File: src/rtl/capcmp_pkg.sv
package capcmp_pkg;
  localparam int CNT_W  = 16;
  localparam int NUM_CH = 2;
  localparam int ADDR_W = $clog2(4 + 2 * NUM_CH);

  typedef enum logic [1:0] {
    MODE_CAP  = 2'b00,
    MODE_CMP  = 2'b01,
    MODE_PWM  = 2'b10,
    MODE_IDLE = 2'b11
  } chMode_e;

  typedef struct packed {
    logic              run;
    logic              cntClear;
    logic [NUM_CH-1:0] valWe;
    logic [CNT_W-1:0]  wdata;
  } tmrStrobe_t;
endpackage

File: src/rtl/capcmp_datapath.sv
module capcmp_datapath
  import capcmp_pkg::*;
(
  input  logic                          clk,
  input  logic                          rstN,
  input  tmrStrobe_t                    stb,
  input  logic [CNT_W-1:0]              modulo,
  input  logic [NUM_CH-1:0][1:0]        chMode,
  input  logic [NUM_CH-1:0][1:0]        chLevel,
  input  logic [NUM_CH-1:0]             chIn,
  output logic [CNT_W-1:0]              count,
  output logic [NUM_CH-1:0][CNT_W-1:0]  chValue,
  output logic                          ovfEvt,
  output logic [NUM_CH-1:0]             chEvt,
  output logic [NUM_CH-1:0]             chOut,
  output logic [NUM_CH-1:0]             chOe
);
  logic [CNT_W-1:0] cntQ, cntNext, termValue;
  logic             wrap;

  assign termValue = (modulo == '0) ? '1 : modulo;
  assign wrap      = stb.run && (cntQ == termValue);
  assign ovfEvt    = wrap;
  assign count     = cntQ;

  always_comb begin
    if (stb.cntClear)  cntNext = '0;
    else if (!stb.run) cntNext = cntQ;
    else if (wrap)     cntNext = '0;
    else               cntNext = cntQ + CNT_W'(1);
  end

  always_ff @(posedge clk or negedge rstN) begin
    if (!rstN) cntQ <= '0;
    else       cntQ <= cntNext;
  end

  for (genvar g = 0; g < NUM_CH; g++) begin : gChan
    chMode_e          mode;
    logic [2:0]       syncQ;   // [0] first stage, [1] second stage, [2] previous
    logic             rise, fall, capHit, match, cmpHit, outQ;
    logic [CNT_W-1:0] valQ;

    assign mode   = chMode_e'(chMode[g]);
    assign rise   = syncQ[1] & ~syncQ[2];
    assign fall   = ~syncQ[1] & syncQ[2];
    assign capHit = (mode == MODE_CAP) &&
                    ((chLevel[g][0] && rise) || (chLevel[g][1] && fall));
    assign match  = stb.run && (cntQ == valQ);
    assign cmpHit = ((mode == MODE_CMP) || (mode == MODE_PWM)) && match;

    assign chEvt[g]   = capHit | cmpHit;
    assign chOe[g]    = ((mode == MODE_CMP) || (mode == MODE_PWM)) && (chLevel[g] != 2'b00);
    assign chOut[g]   = outQ & chOe[g];
    assign chValue[g] = valQ;

    always_ff @(posedge clk or negedge rstN) begin
      if (!rstN) begin
        syncQ <= '0;
        valQ  <= '0;
        outQ  <= 1'b0;
      end else begin
        syncQ <= {syncQ[1:0], chIn[g]};
        if (capHit)            valQ <= cntQ;
        else if (stb.valWe[g]) valQ <= stb.wdata;
        case (mode)
          MODE_CMP: begin
            if (match) begin
              case (chLevel[g])
                2'b01:   outQ <= ~outQ;
                2'b10:   outQ <= 1'b0;
                2'b11:   outQ <= 1'b1;
                default: outQ <= outQ;
              endcase
            end
          end
          MODE_PWM: outQ <= (cntNext < valQ);
          default:  outQ <= 1'b0;
        endcase
      end
    end
  end
endmodule

File: src/rtl/capcmp_ctrl.sv
module capcmp_ctrl
  import capcmp_pkg::*;
(
  input  logic                          clk,
  input  logic                          rstN,
  input  logic                          regWe,
  input  logic [ADDR_W-1:0]             regAddr,
  input  logic [CNT_W-1:0]              regWdata,
  output logic [CNT_W-1:0]              regRdata,
  input  logic [CNT_W-1:0]              count,
  input  logic [NUM_CH-1:0][CNT_W-1:0]  chValue,
  input  logic                          ovfEvt,
  input  logic [NUM_CH-1:0]             chEvt,
  output tmrStrobe_t                    stb,
  output logic [CNT_W-1:0]              modulo,
  output logic [NUM_CH-1:0][1:0]        chMode,
  output logic [NUM_CH-1:0][1:0]        chLevel,
  output logic [NUM_CH:0]               flags,
  output logic                          irq
);
  localparam int A_CTRL = 0;
  localparam int A_MOD  = 1;
  localparam int A_CNT  = 2;
  localparam int A_STAT = 3;
  localparam int A_CFG0 = 4;
  localparam int A_VAL0 = 4 + NUM_CH;

  logic                   runQ, ovfIeQ;
  logic [CNT_W-1:0]       modQ;
  logic [NUM_CH-1:0][1:0] modeQ, lvlQ;
  logic [NUM_CH-1:0]      ieQ;
  logic [NUM_CH:0]        flagQ, flagNext, clrMask;

  always_comb begin
    clrMask = '0;
    if (regWe && regAddr == ADDR_W'(A_STAT)) clrMask = regWdata[NUM_CH:0];
    flagNext = (flagQ & ~clrMask) | {chEvt, ovfEvt};
  end

  always_comb begin
    stb.run      = runQ;
    stb.cntClear = regWe && (regAddr == ADDR_W'(A_CNT));
    stb.wdata    = regWdata;
    for (int i = 0; i < NUM_CH; i++)
      stb.valWe[i] = regWe && (regAddr == ADDR_W'(A_VAL0 + i));
  end

  always_ff @(posedge clk or negedge rstN) begin
    if (!rstN) begin
      runQ   <= 1'b0;
      ovfIeQ <= 1'b0;
      modQ   <= '0;
      modeQ  <= '0;
      lvlQ   <= '0;
      ieQ    <= '0;
      flagQ  <= '0;
    end else begin
      if (regWe && regAddr == ADDR_W'(A_CTRL)) begin
        runQ   <= regWdata[0];
        ovfIeQ <= regWdata[1];
      end
      if (regWe && regAddr == ADDR_W'(A_MOD)) modQ <= regWdata;
      for (int i = 0; i < NUM_CH; i++) begin
        if (regWe && regAddr == ADDR_W'(A_CFG0 + i)) begin
          modeQ[i] <= regWdata[1:0];
          lvlQ[i]  <= regWdata[3:2];
          ieQ[i]   <= regWdata[4];
        end
      end
      flagQ <= flagNext;
    end
  end

  always_comb begin
    regRdata = '0;
    if (regAddr == ADDR_W'(A_CTRL)) regRdata[1:0]        = {ovfIeQ, runQ};
    if (regAddr == ADDR_W'(A_MOD))  regRdata             = modQ;
    if (regAddr == ADDR_W'(A_CNT))  regRdata             = count;
    if (regAddr == ADDR_W'(A_STAT)) regRdata[NUM_CH:0]   = flagQ;
    for (int i = 0; i < NUM_CH; i++) begin
      if (regAddr == ADDR_W'(A_CFG0 + i)) regRdata[4:0] = {ieQ[i], lvlQ[i], modeQ[i]};
      if (regAddr == ADDR_W'(A_VAL0 + i)) regRdata      = chValue[i];
    end
  end

  assign modulo  = modQ;
  assign chMode  = modeQ;
  assign chLevel = lvlQ;
  assign flags   = flagQ;
  assign irq     = |(flagQ & {ieQ, ovfIeQ});
endmodule

File: src/rtl/capcmp_timer.sv
module capcmp_timer
  import capcmp_pkg::*;
(
  input  logic              clk,
  input  logic              rstN,
  input  logic              regWe,
  input  logic [ADDR_W-1:0] regAddr,
  input  logic [CNT_W-1:0]  regWdata,
  output logic [CNT_W-1:0]  regRdata,
  input  logic [NUM_CH-1:0] chIn,
  output logic [NUM_CH-1:0] chOut,
  output logic [NUM_CH-1:0] chOe,
  output logic              irq
);
  tmrStrobe_t                   stb;
  logic [CNT_W-1:0]             modulo, cntValue;
  logic [NUM_CH-1:0][1:0]       chMode, chLevel;
  logic [NUM_CH-1:0][CNT_W-1:0] chValue;
  logic                         ovfEvt;
  logic [NUM_CH-1:0]            chEvt;
  logic [NUM_CH:0]              flags;

  capcmp_ctrl uCtrl (
    .clk(clk), .rstN(rstN), .regWe(regWe), .regAddr(regAddr),
    .regWdata(regWdata), .regRdata(regRdata), .count(cntValue),
    .chValue(chValue), .ovfEvt(ovfEvt), .chEvt(chEvt), .stb(stb),
    .modulo(modulo), .chMode(chMode), .chLevel(chLevel),
    .flags(flags), .irq(irq)
  );

  capcmp_datapath uData (
    .clk(clk), .rstN(rstN), .stb(stb), .modulo(modulo),
    .chMode(chMode), .chLevel(chLevel), .chIn(chIn), .count(cntValue),
    .chValue(chValue), .ovfEvt(ovfEvt), .chEvt(chEvt),
    .chOut(chOut), .chOe(chOe)
  );
endmodule

File: config.mk
export PLATFORM = sky130hd
export DESIGN_NAME = capcmp_timer
export DESIGN_NICKNAME = d
export VERILOG_FILES = /design/src/rtl/capcmp_pkg.sv /design/src/rtl/capcmp_datapath.sv /design/src/rtl/capcmp_ctrl.sv /design/src/rtl/capcmp_timer.sv
export SDC_FILE = /design/constraint.sdc
export NUM_CORES = 1
export LEC_CHECK = 0
export BUFFER_PORTS_ARGS = -buffer_cell sky130_fd_sc_hd__buf_2
export CAP_MARGIN = 20
export CELL_PAD_IN_SITES_DETAIL_PLACEMENT = 0
export CELL_PAD_IN_SITES_GLOBAL_PLACEMENT = 2
export CORE_MARGIN = 1
export CORE_UTILIZATION = 35
export CTS_CLUSTER_SIZE = 8
export DETAILED_ROUTE_END_ITERATION = 10
export PLACE_DENSITY = 0.86
export SLEW_MARGIN = 20
export SYNTH_ARGS = -nofsm -noshare
export SYNTH_HDL_FRONTEND = slang
export SYNTH_SLANG_ARGS = --single-unit
File: constraint.sdc
create_clock -name clk -period 3.8 [get_ports clk]
set_input_delay 0.19 -clock clk [delete_from_list [all_inputs] [get_ports clk]]
set_output_delay 0.19 -clock clk [all_outputs]
set_load 0.01 [all_outputs]
==> summary.md <==
| Metric | Value |
|---|---|
| Area of the multi-input gates | `3680 um^2` |
| Reg clk slew, reported paths | `0.07 ns` |
| Leak | `3.70 nW` |
| RSZ-0062 raised after global routing | `yes` |
| Setup crit start | `uCtrl.modulo[14]$_DFFE_PN0P_` |
| Post-synthesis instance total | `671` |
| Count of different cell masters after synthesis | `53` |
| VDD IR max | `0.000297 V` |
| Max stage delay on crit path | `0.55 ns` |
| Relative slew slack | `38.2%` |
| Post-synth top area share | `36.1%` |
| CP Class | `reg2reg` |
| Synth top cells by count | `87 x dfrtp_1, 78 x nor2_1, 57 x nand2_1, 51 x a21oi_1, 46 x inv_1` |
| Port bufs | `44` |
| Reg2reg setup slack | `-0.07 ns` |
| Fill cells | `1676` |
| Post-synth EDFFs | `0` |
| CP endpoint kind | `flop` |
| Clock skew | `0.00712 ns` |
| Vias per cell | `5.58` |
| Average size of a mapped cell | `8.99 um^2` |
| CP startpoint kind | `flop` |
| Antenna cell count | `0` |
| Max Root-Sink Buffers | `2` |
| Failing checks | `setup timing` |
| First-pass GRT wire length | `32100 um` |
| GR Overflow Total | `0` |
| Primary FF master, synth | `dfrtp_1` |
| Die area | `17800 um^2` |
| Cells along the critical path | `nor4_2 -> nand4_1 -> or4_1 -> a211oi_2 -> and4_4 -> a21o_4 -> buf_6 -> nor2_4 -> ha_4 -> a21o_1 -> a21oi_2 -> o211ai_1 -> a21oi_1 -> buf_4 -> a221o_1` |
| Period utilization | `102%` |
| Number of hold violations in the final report | `0` |
| Number of global-route vias before repair | `5440` |
| Max Cap Viol | `0` |
| Status | `complete, but fails checks` |
| H-Tree Depth | `3` |
| CP required | `4.05 ns` |
| Slowest cell on the critical path | `or4_1` |
| P&R area growth vs syn | `23.2%` |
| Iteration-0 DRC Markers | `390` |
| Via count | `5517` |
| Routed WL per cell | `21.1 um` |
| Final Util | `44.5%` |
| Share of layout cells above drive strength 1 | `25.8%` |
| Largest net degree at the start of global routing | `64` |
| Drt first pass iters | `5` |
| Post-placement setup slack | `-0.376 ns` |
| Setup violations, final | `2` |
| Crit Path Max Fanout | `5` |
| Async S/R FF share, synth | `100%` |
| Num rows | `47` |
| # IOs | `45` |
| Total Wirelength | `20900 um` |
| Post-DRT Antenna Nets | `0` |
| Final period demand of the worst path | `3.87 ns` |
| R2r startpoint | `uCtrl.modulo[14]$_DFFE_PN0P_` |
| Chip height | `133 um` |
| PwrDens | `627 nW/um^2` |
| Num CTS Buffers | `9` |
| Core Region | `16700 um^2` |
| Clock latency at the later pin of the worst-skew pair | `0.36 ns` |
| Synth Register Bits | `87` |
| Crit path buf inv count | `2` |
| Detailed placer's ending HPWL | `15400 um` |
| Hold WC Path Type | `in2reg` |
| Cell taking the most area after synthesis | `dfrtp_1` |
| Overall routing resource usage | `24.3%` |
| Max Slew Vio Count | `0` |
| CTS tree | `done` |
| Total power | `4.66 mW` |
| Yosys warns | `0` |
| Hold Startpoint | `regWdata[15]` |
| Placer Congestion | `0.938` |
| CP delay by family, top | `simple AND/OR/NAND/NOR gates` |
| FF+latch area | `2180 um^2` |
| Sequential element share of the synthesized area | `36.1%` |
| Root buf cell | `clkbuf_16` |
| Die X | `133 um` |
| Worst Max-Slew Pin Slew | `0.921 ns` |
| CTS sink cnt | `87` |
| Nets@finish | `824` |
| Most frequent cell after synthesis | `dfrtp_1` |
| Final worst setup slack | `-0.0697 ns` |
| CP arrival | `4.12 ns` |
| Setup Total Neg Slack | `-0.105 ns` |
| DRC viols | `0` |
| Initial antenna violation count | `0` |
| Post-Syn Nets | `732` |
| Synthesized area | `6030 um^2` |
| Cells taking the most area after synthesis | `dfrtp_1 36%, ha_1 7.7%, mux2i_1 6.0%` |
| F_max | `0.258 GHz` |
| Starting Density | `36.1%` |
-- cell families (layout without fill, tap and decap cells) --
family                   Yosys count  count (layout)  synth area share, %
AO/OA/AOI/OAI                    132             133                 13.4
XOR/XNOR                          55              55                 7.99
adder cells (fa/ha/maj)           37              37                 7.67
buffers and inverters             84             180                 5.64
flip-flops                        87              87                 36.1
multiplexers                      69              69                 13.4
AND/OR/NAND/NOR                  207             207                 15.8
-- layout make-up --
type | count | area share [%]
clock buffer | 9 | 3.03
multi-input combinational | 501 | 49.6
clock inverter | 7 | 1.38
timing repair buffer | 118 | 10.7
inverter | 46 | 2.32
tap | 220 | 3.70
sequential | 87 | 29.3
-- routing by layer --
metal,global-route usage [%],share of wire [%],vias up
met1,32.4,45,2714
met3,4.53,5.9,41
li1,-,-,2528
met5,0,0,-
met4,9.34,3.0,0
met2,39.2,46,234
-- where the power goes --
group          internal (mW)  leakage, nW  switching (mW)  total (mW)
clock                  0.585        0.157           0.422        1.01
combinational          0.954         2.50            1.04        1.99
sequential              1.21         1.05           0.446        1.66
-- layout by cell type, fill, tap and decap left out, types with 4 or more instances in the layout --
cell type / Yosys / final
xor2_1: 32 / 32
nand4_1: 19 / 19
and2_1: 4 / 4
nor2_2: 0 / 8
a22oi_1: 13 / 13
nor3_1: 4 / 4
and3_1: 4 / 4
ha_1: 37 / 34
nor2b_1: 4 / 4
a21o_1: 8 / 8
mux2_2: 26 / 26
nor4_2: 0 / 4
nand2_1: 57 / 57
a21oi_2: 0 / 5
dfrtp_1: 87 / 87
xnor2_1: 23 / 23
nand3_1: 13 / 13
clkbuf_16: 0 / 9
nor4_1: 10 / 5
a21oi_1: 51 / 46
nor2_1: 78 / 68
o21ai_0: 29 / 26
buf_4: 1 / 70
buf_2: 11 / 43
mux2i_1: 36 / 36
inv_1: 46 / 46
o22ai_1: 7 / 7
mux4_2: 7 / 7
-- state kept, by name, summed over array words and instances (netlist names) --
name,cells
uData.gChan.valQ,32
uCtrl.runQ,1
uCtrl.ieQ,2
uCtrl.ovfIeQ,1
uData.gChan.syncQ,6
uData.count,16
uCtrl.flags,3
uCtrl.chLevel,4
uCtrl.chMode,4
uCtrl.modulo,16
uData.gChan.outQ,2
-- timing repair --
action | in CTS | in global routing
cloned | 1 | 0
pin swaps | 8 | 15
hold buffers | 3 | 0
endpoints found under the setup margin | 2 | 2
setup buffers | 2 | 2
gates resized for setup | 18 | 22
hold endpoints to repair | 64 | 0
-- path summary, 6_finish.rpt --
check | to | depth (start not counted)
max in group asynchronous | uData.count[13]$_DFF_PN0_ | 3
worst max register to register | uData.gChan[0].outQ$_DFFE_PN0P_ | 15
worst max-delay path | uData.gChan[0].outQ$_DFFE_PN0P_ | 15
worst min register to register | uData.gChan[1].syncQ[1]$_DFF_PN0_ | 0
worst min-delay path | uCtrl.modulo[15]$_DFFE_PN0P_ | 2
min in group asynchronous | uData.gChan[1].valQ[15]$_DFFE_PN0P_ | 2
-- per-stage QoR --
| stage | std cells | instance area (um^2) | hold WS, ns |
|---|---|---|---|
| 2_1_floorplan | 671 | 6030 | -0.106 |
| 3_3_place_gp | 964 | 6870 | 0.300 |
| 3_5_place_dp | 964 | 6870 | 0.300 |
| 4_1_cts | 986 | 7300 | 0.0996 |
| 5_1_grt | 988 | 7430 | 0.111 |
| 6_report | 988 | 7430 | 0.110 |
No activity file was read; power rests on OpenSTA's default activity.
